==> config.mk <==
export PLATFORM = sky130hd
export DESIGN_NAME = bbfetch_ctrl
export DESIGN_NICKNAME = d
export VERILOG_FILES = /design/src/rtl/bbf_pkg.sv /design/src/rtl/bbf_hdr_decode.sv /design/src/rtl/bbf_blk_counter.sv /design/src/rtl/bbf_xfer_rec.sv /design/src/rtl/bbfetch_ctrl.sv
export SDC_FILE = /design/constraint.sdc
export NUM_CORES = 1
export LEC_CHECK = 0
export ABC_CLOCK_PERIOD_IN_PS = 2450
export BUFFER_PORTS_ARGS = -buffer_cell sky130_fd_sc_hd__buf_2
export CAP_MARGIN = 40
export CELL_PAD_IN_SITES_DETAIL_PLACEMENT = 0
export CELL_PAD_IN_SITES_GLOBAL_PLACEMENT = 1
export CORE_MARGIN = 3
export CORE_UTILIZATION = 30
export DETAILED_ROUTE_END_ITERATION = 8
export GPL_ROUTABILITY_DRIVEN = 0
export HOLD_SLACK_MARGIN = 0.08
export PLACE_DENSITY = 0.63
export SETUP_SLACK_MARGIN = 0.15
export SLEW_MARGIN = 0
export SYNTH_ARGS = -nofsm -noshare
export SYNTH_HDL_FRONTEND = slang
export SYNTH_SLANG_ARGS = --single-unit
==> constraint.sdc <==
create_clock -name clk -period 2.45 [get_ports clk]
set_input_delay 0.245 -clock clk [delete_from_list [all_inputs] [get_ports clk]]
set_output_delay 0.245 -clock clk [all_outputs]
set_load 0.005 [all_outputs]
==> src/rtl/bbf_pkg.sv <==
package bbf_pkg;
    typedef enum logic [1:0] {
        ST_HDR  = 2'd0,
        ST_BODY = 2'd1,
        ST_WAIT = 2'd2,
        ST_HALT = 2'd3
    } fsm_t;
endpackage

==> src/rtl/bbf_hdr_decode.sv <==
module bbf_hdr_decode #(
    parameter int         LEN_W   = 8,
    parameter int         LEN_POS = 20,
    parameter logic [6:0] HDR_OPC = 7'h0B
) (
    input  logic [31:0]      word_i,
    output logic             is_hdr_o,
    output logic [LEN_W-1:0] len_o
);
    localparam logic [31:0] LEN_MASK  = ((32'd1 << LEN_W) - 32'd1) << LEN_POS;
    localparam logic [31:0] KEEP_MASK = LEN_MASK | 32'h0000_007F;

    always_comb begin
        len_o    = word_i[LEN_POS +: LEN_W];
        is_hdr_o = (word_i[6:0] == HDR_OPC) && ((word_i & ~KEEP_MASK) == 32'd0);
    end
endmodule

==> src/rtl/bbf_blk_counter.sv <==
module bbf_blk_counter #(
    parameter int LEN_W = 8
) (
    input  logic             clk,
    input  logic             rst_n,
    input  logic             load_i,
    input  logic [LEN_W-1:0] load_val_i,
    input  logic             dec_i,
    output logic [LEN_W-1:0] cnt_o,
    output logic             last_o
);
    localparam logic [LEN_W-1:0] ONE = LEN_W'(1);

    logic [LEN_W-1:0] cnt_q;

    always_ff @(posedge clk or negedge rst_n) begin
        if (!rst_n) begin
            cnt_q <= '0;
        end else if (load_i) begin
            cnt_q <= load_val_i;
        end else if (dec_i && cnt_q != '0) begin
            cnt_q <= cnt_q - ONE;
        end
    end

    assign cnt_o  = cnt_q;
    assign last_o = (cnt_q == ONE);
endmodule

==> src/rtl/bbf_xfer_rec.sv <==
module bbf_xfer_rec #(
    parameter int AW = 32
) (
    input  logic          clk,
    input  logic          rst_n,
    input  logic          clr_i,
    input  logic          acc_en_i,
    input  logic          res_vld_i,
    input  logic          res_taken_i,
    input  logic [AW-1:0] res_target_i,
    output logic          seen_o,
    output logic          taken_o,
    output logic [AW-1:0] target_o,
    output logic          dup_o
);
    logic          seen_q;
    logic          taken_q;
    logic [AW-1:0] target_q;

    always_ff @(posedge clk or negedge rst_n) begin
        if (!rst_n) begin
            seen_q   <= 1'b0;
            taken_q  <= 1'b0;
            target_q <= '0;
        end else if (clr_i) begin
            seen_q   <= 1'b0;
            taken_q  <= 1'b0;
        end else if (acc_en_i && res_vld_i && !seen_q) begin
            seen_q   <= 1'b1;
            taken_q  <= res_taken_i;
            target_q <= res_target_i;
        end
    end

    assign seen_o   = seen_q;
    assign taken_o  = taken_q;
    assign target_o = target_q;
    assign dup_o    = acc_en_i && res_vld_i && seen_q;
endmodule

==> src/rtl/bbfetch_ctrl.sv <==
module bbfetch_ctrl #(
    parameter int          AW       = 32,
    parameter int          LEN_W    = 8,
    parameter int          LEN_POS  = 20,
    parameter logic [6:0]  HDR_OPC  = 7'h0B,
    parameter logic [31:0] RESET_PC = 32'h0
) (
    input  logic          clk,
    input  logic          rst_n,
    output logic [AW-1:0] fetch_addr_o,
    output logic          fetch_vld_o,
    input  logic [31:0]   instr_i,
    input  logic          res_vld_i,
    input  logic          res_taken_i,
    input  logic [AW-1:0] res_target_i,
    output logic          stall_o,
    output logic          multi_br_o,
    output logic          illegal_o
);
    import bbf_pkg::*;

    localparam logic [AW-1:0] STEP    = AW'(4);
    localparam logic [AW-1:0] BOOT_PC = AW'(RESET_PC);

    fsm_t             state_q, state_d;
    logic [AW-1:0]    pc_q, pc_d;
    logic             is_hdr;
    logic [LEN_W-1:0] hdr_len;
    logic [LEN_W-1:0] cnt_q;
    logic             cnt_last;
    logic             cnt_load, cnt_dec;
    logic             rec_clr, rec_acc;
    logic             rec_seen, rec_taken, rec_dup;
    logic [AW-1:0]    rec_target;
    logic             ill_set;
    logic             dup_q, ill_q;

    bbf_hdr_decode #(
        .LEN_W   (LEN_W),
        .LEN_POS (LEN_POS),
        .HDR_OPC (HDR_OPC)
    ) u_dec (
        .word_i   (instr_i),
        .is_hdr_o (is_hdr),
        .len_o    (hdr_len)
    );

    bbf_blk_counter #(
        .LEN_W (LEN_W)
    ) u_cnt (
        .clk        (clk),
        .rst_n      (rst_n),
        .load_i     (cnt_load),
        .load_val_i (hdr_len),
        .dec_i      (cnt_dec),
        .cnt_o      (cnt_q),
        .last_o     (cnt_last)
    );

    bbf_xfer_rec #(
        .AW (AW)
    ) u_rec (
        .clk          (clk),
        .rst_n        (rst_n),
        .clr_i        (rec_clr),
        .acc_en_i     (rec_acc),
        .res_vld_i    (res_vld_i),
        .res_taken_i  (res_taken_i),
        .res_target_i (res_target_i),
        .seen_o       (rec_seen),
        .taken_o      (rec_taken),
        .target_o     (rec_target),
        .dup_o        (rec_dup)
    );

    // State and flag registers
    always_ff @(posedge clk or negedge rst_n) begin
        if (!rst_n) begin
            state_q <= ST_HDR;
            pc_q    <= BOOT_PC;
            dup_q   <= 1'b0;
            ill_q   <= 1'b0;
        end else begin
            state_q <= state_d;
            pc_q    <= pc_d;
            dup_q   <= rec_dup;
            if (ill_set) begin
                ill_q <= 1'b1;
            end
        end
    end

    // Next-state logic
    always_comb begin
        state_d  = state_q;
        pc_d     = pc_q;
        cnt_load = 1'b0;
        cnt_dec  = 1'b0;
        rec_clr  = 1'b0;
        ill_set  = 1'b0;
        unique case (state_q)
            ST_HDR: begin
                if (is_hdr) begin
                    cnt_load = 1'b1;
                    rec_clr  = 1'b1;
                    pc_d     = pc_q + STEP;
                    state_d  = (hdr_len == '0) ? ST_HDR : ST_BODY;
                end else begin
                    ill_set  = 1'b1;
                    state_d  = ST_HALT;
                end
            end
            ST_BODY: begin
                cnt_dec = 1'b1;
                if (cnt_last) begin
                    if (rec_seen) begin
                        pc_d    = rec_taken ? rec_target : pc_q + STEP;
                        state_d = ST_HDR;
                    end else if (res_vld_i) begin
                        pc_d    = res_taken_i ? res_target_i : pc_q + STEP;
                        state_d = ST_HDR;
                    end else begin
                        pc_d    = pc_q + STEP;
                        state_d = ST_WAIT;
                    end
                end else begin
                    pc_d = pc_q + STEP;
                end
            end
            ST_WAIT: begin
                if (res_vld_i) begin
                    if (res_taken_i) begin
                        pc_d = res_target_i;
                    end
                    state_d = ST_HDR;
                end
            end
            ST_HALT: begin
                state_d = ST_HALT;
            end
            default: begin
                state_d = ST_HALT;
            end
        endcase
    end

    // Outputs
    always_comb begin
        fetch_vld_o = 1'b0;
        stall_o     = 1'b0;
        rec_acc     = 1'b0;
        unique case (state_q)
            ST_HDR:  fetch_vld_o = 1'b1;
            ST_BODY: begin
                fetch_vld_o = 1'b1;
                rec_acc     = 1'b1;
            end
            ST_WAIT: begin
                stall_o = 1'b1;
                rec_acc = 1'b1;
            end
            ST_HALT: fetch_vld_o = 1'b0;
            default: fetch_vld_o = 1'b0;
        endcase
    end

    assign fetch_addr_o = pc_q;
    assign multi_br_o   = dup_q;
    assign illegal_o    = ill_q;
endmodule

==> impl_metrics.env <==
export IMPL_grt_max_degree=46
export IMPL_power_frac_seq_pct=28.6
export IMPL_maxSlewViolCount=0
export IMPL_insertion_delay_ns=0.35
export IMPL_r2r_cells=8
export IMPL_fin_crit_sh_pct=90.4
export IMPL_crit_end="fetch_addr_o[24]"
export IMPL_fin_ws_ns=0.235
export IMPL_hold_viol_final=0
export IMPL_syn_inst=606
export IMPL_wl_per_cell_um=20.7
export IMPL_critPathKind="reg2reg"
export IMPL_core_um2=16900
export IMPL_final_setup_skew_ns=0.00979
export IMPL_peakVddDrop_mv=0.421
export IMPL_async_flop_share_pct=100
export IMPL_netlist_area_leader_share_pct=37.1
export IMPL_worst_ep_arrival_time_ns=2.45
export IMPL_max_slew_margin_pct=57.7
export IMPL_area_growth_pct=29.1
export IMPL_finalCriticalPeriod_ns=2.22
export IMPL_dp_hpwl_um=14200
export IMPL_worst_setup_path_start_kind="flip-flop"
export IMPL_r2r_slack_ns=0.23
export IMPL_syn_area_um2=5260
export IMPL_grt_first_pass_wirelength_um=31600
export IMPL_synth_largest_area_cell="dfrtp_1"
export IMPL_synth_cell_types=70
export IMPL_synth_fp_nets=682
export IMPL_timing_fmax_mhz=451
export IMPL_final_common_cell="buf_2"
export IMPL_track_usage_pct=20.4
export IMPL_grt_ovfl_total=0
export IMPL_insertedDiodeCount=0
export IMPL_synth_enable_flop_cells=0
export IMPL_cts_buffers=9
export IMPL_p_per_area_nw_per_um2=1220
export IMPL_p_sw_share_pct=43.5
export IMPL_cts_htree_levels=3
export IMPL_switching_power_uw=3600
export IMPL_drt_iter0_drc=456
export IMPL_fin_setup_tns_ns=0
export IMPL_tightest_slew_ns=0.634
export IMPL_dieArea_um2=19200
export IMPL_timing_rr_end="fetch_addr_o[24]"
export IMPL_layout_common_cells="buf_2 (102), dfrtp_1 (77), nand2_1 (53), a21oi_1 (52), buf_4 (47)"
export IMPL_grt_pass1_vias=5472
export IMPL_hold_class="in2reg"
export IMPL_ys_ff_latch=78
export IMPL_totalWireLength_um=19900
export IMPL_dp_slack_ns=0.0763
export IMPL_utilization_pct=40.2
export IMPL_end_kind="flip-flop"
export IMPL_clkTransAtPathRegs_ns=0.07
export IMPL_drive_above_1_share_pct=31.7
export IMPL_nNetsFinal=812
export IMPL_seq_area_frac_synth_pct=37.1
export IMPL_max_cap_violations=0
export IMPL_cts_root_buf="clkbuf_16"
export IMPL_pwr_share_clk_pct=18.2
export IMPL_combPwrFrac_pct=53.2
export IMPL_r2r_start="fetch_addr_o[3]"
export IMPL_initial_core_util_pct=31.2
export IMPL_row_count=47
export IMPL_vias=5541
export IMPL_crit_start="fetch_addr_o[3]"
export IMPL_syn_avg_cell_area_um2=8.68
export IMPL_cts_sinks=78
export IMPL_synth_flop_cell="dfrtp_1"
export IMPL_die_x_um=138
export IMPL_rsz0062_at_grt="true"
export IMPL_p_int_uw=4670
export IMPL_die_y_um=138
export IMPL_ant_nets=0
export IMPL_drc=0
export IMPL_cp_required_ns=2.69
export IMPL_setup_viol=0
export IMPL_yosysWarnings=0
export IMPL_io_pin_count=104
export IMPL_leakage_uw=0.00288
export IMPL_port_buffers=103
export IMPL_cts_tree="built"
export IMPL_status="finished, final reports clean"
export IMPL_via_per_inst=5.77
export IMPL_cts_path_max_buffers=2
export IMPL_synth_area_leaders="dfrtp_1 (37%), mux2_2 (6.6%), a21oi_1 (5.0%)"
export IMPL_crit_fanout=5
export IMPL_antenna_found_initial=0
export IMPL_firstDrtPassIters=5
[registers in the layout, indices dropped and copies added, names as in the netlist]
register,count
fetch_addr_o,32
u_rec.target_o,32
u_cnt.cnt_o,8
state_q,2
illegal_o,1
multi_br_o,1
u_rec.seen_o,1
u_rec.taken_o,1
[how the worst min path moves through the flow]
stage / startpoint / end / slack (ns) / cells after the start
after CTS: instr_i[21] / u_cnt.cnt_o[1] / 0.12 / 3
after floorplan: rst_n / fetch_addr_o[0] / -0.05 / 0
after detailed placement: rst_n / u_rec.target_o[3] / 0.32 / 1
final: instr_i[21] / u_cnt.cnt_o[1] / 0.12 / 3
after global placement: rst_n / u_rec.target_o[2] / 0.32 / 1
after global routing: instr_i[21] / u_cnt.cnt_o[1] / 0.12 / 3
[final cells by class]
| type | instances | area (um2) |
|---|---|---|
| timing repair buffer | 160 | 1030 |
| sequential | 78 | 1950 |
| fill | 1673 | 10100 |
| clock inverter | 6 | 85.1 |
| clock buffer | 10 | 239 |
| tap | 220 | 275 |
| inverter | 12 | 48.8 |
| multi-input combinational | 475 | 3160 |
[per-stage QoR]
step / total power, uW / hold slack (ns) / instance area, um2 / std cells
final: 8260 / 0.122 / 6790 / 961
after global routing: 8860 / 0.122 / 6790 / 961
after CTS: 8060 / 0.116 / 6650 / 953
after detailed placement: 6510 / 0.325 / 6290 / 934
after global placement: 6430 / 0.322 / 6290 / 934
after floorplan: 4810 / -0.0506 / 5260 / 606
[worst max-delay path: stages, from the launching register on]
cell     delay, ns
dfrtp_1       0.43
ha_1          0.21
nand2_1       0.17
nor3_4        0.34
buf_4         0.20
nand2_1       0.09
nor3_2        0.23
o21ai_0       0.13
a211o_1       0.31
[power groups by stage]
stage	Clock [uW]	Sequential [uW]	Combinational, uW
after global routing	1590	2450	4830
after global placement	0	2340	4090
final	1500	2360	4400
after CTS	1540	2350	4180
after floorplan	0	2250	2560
after detailed placement	0	2360	4150
[cells in the mapped netlist, types with 4 or more instances]
master	n
nand2_1	53
o22a_1	11
xnor2_1	7
nor2b_1	6
or3_1	4
nor4_1	10
a32oi_1	4
o21ai_0	28
a21oi_1	53
mux2_2	31
a31oi_1	11
a22o_1	7
clkbuf_1	21
nor3_1	20
and2_1	5
and4_1	5
buf_1	5
xor2_1	6
mux2_1	4
nand3_1	28
nand2b_1	4
inv_1	11
o22ai_1	15
a22oi_1	13
o21ai_1	6
ha_1	8
buf_2	12
and3_1	10
nand4_1	11
a211oi_1	6
nor2_1	45
dfrtp_1	78
o211ai_1	7
o221ai_1	4
[cells by family after synthesis]
logic type | share of synthesized area [%]
multiplexers | 7.49
AND/OR/NAND/NOR | 22.0
flip-flops | 37.1
XOR/XNOR | 2.16
buffers and inverters | 4.35
adder cells (fa/ha/maj) | 1.90
AO/OA/AOI/OAI | 25.0
[layer usage]
metal	routed length [um]	global-route usage, %	up-vias	part of all wire, %
met2	9340	32.8	213	47
met1	9010	28.6	2741	45
li1	-	-	2568	-
met4	212	3.64	0	1.1
met3	1360	4.70	19	6.8
met5	0	0	-	0
[what timing repair did]
action                                  in CTS  in global routing
hold endpoints to repair                    44                  0
pin swaps                                    1                  5
gates cloned                                 0                  0
gates resized for setup                      2                 21
buffers inserted                             2                  8
hold buffers                                 1                  0
endpoints found under the setup margin       8                 23
Note: power is estimated with default switching activity, not from simulation.
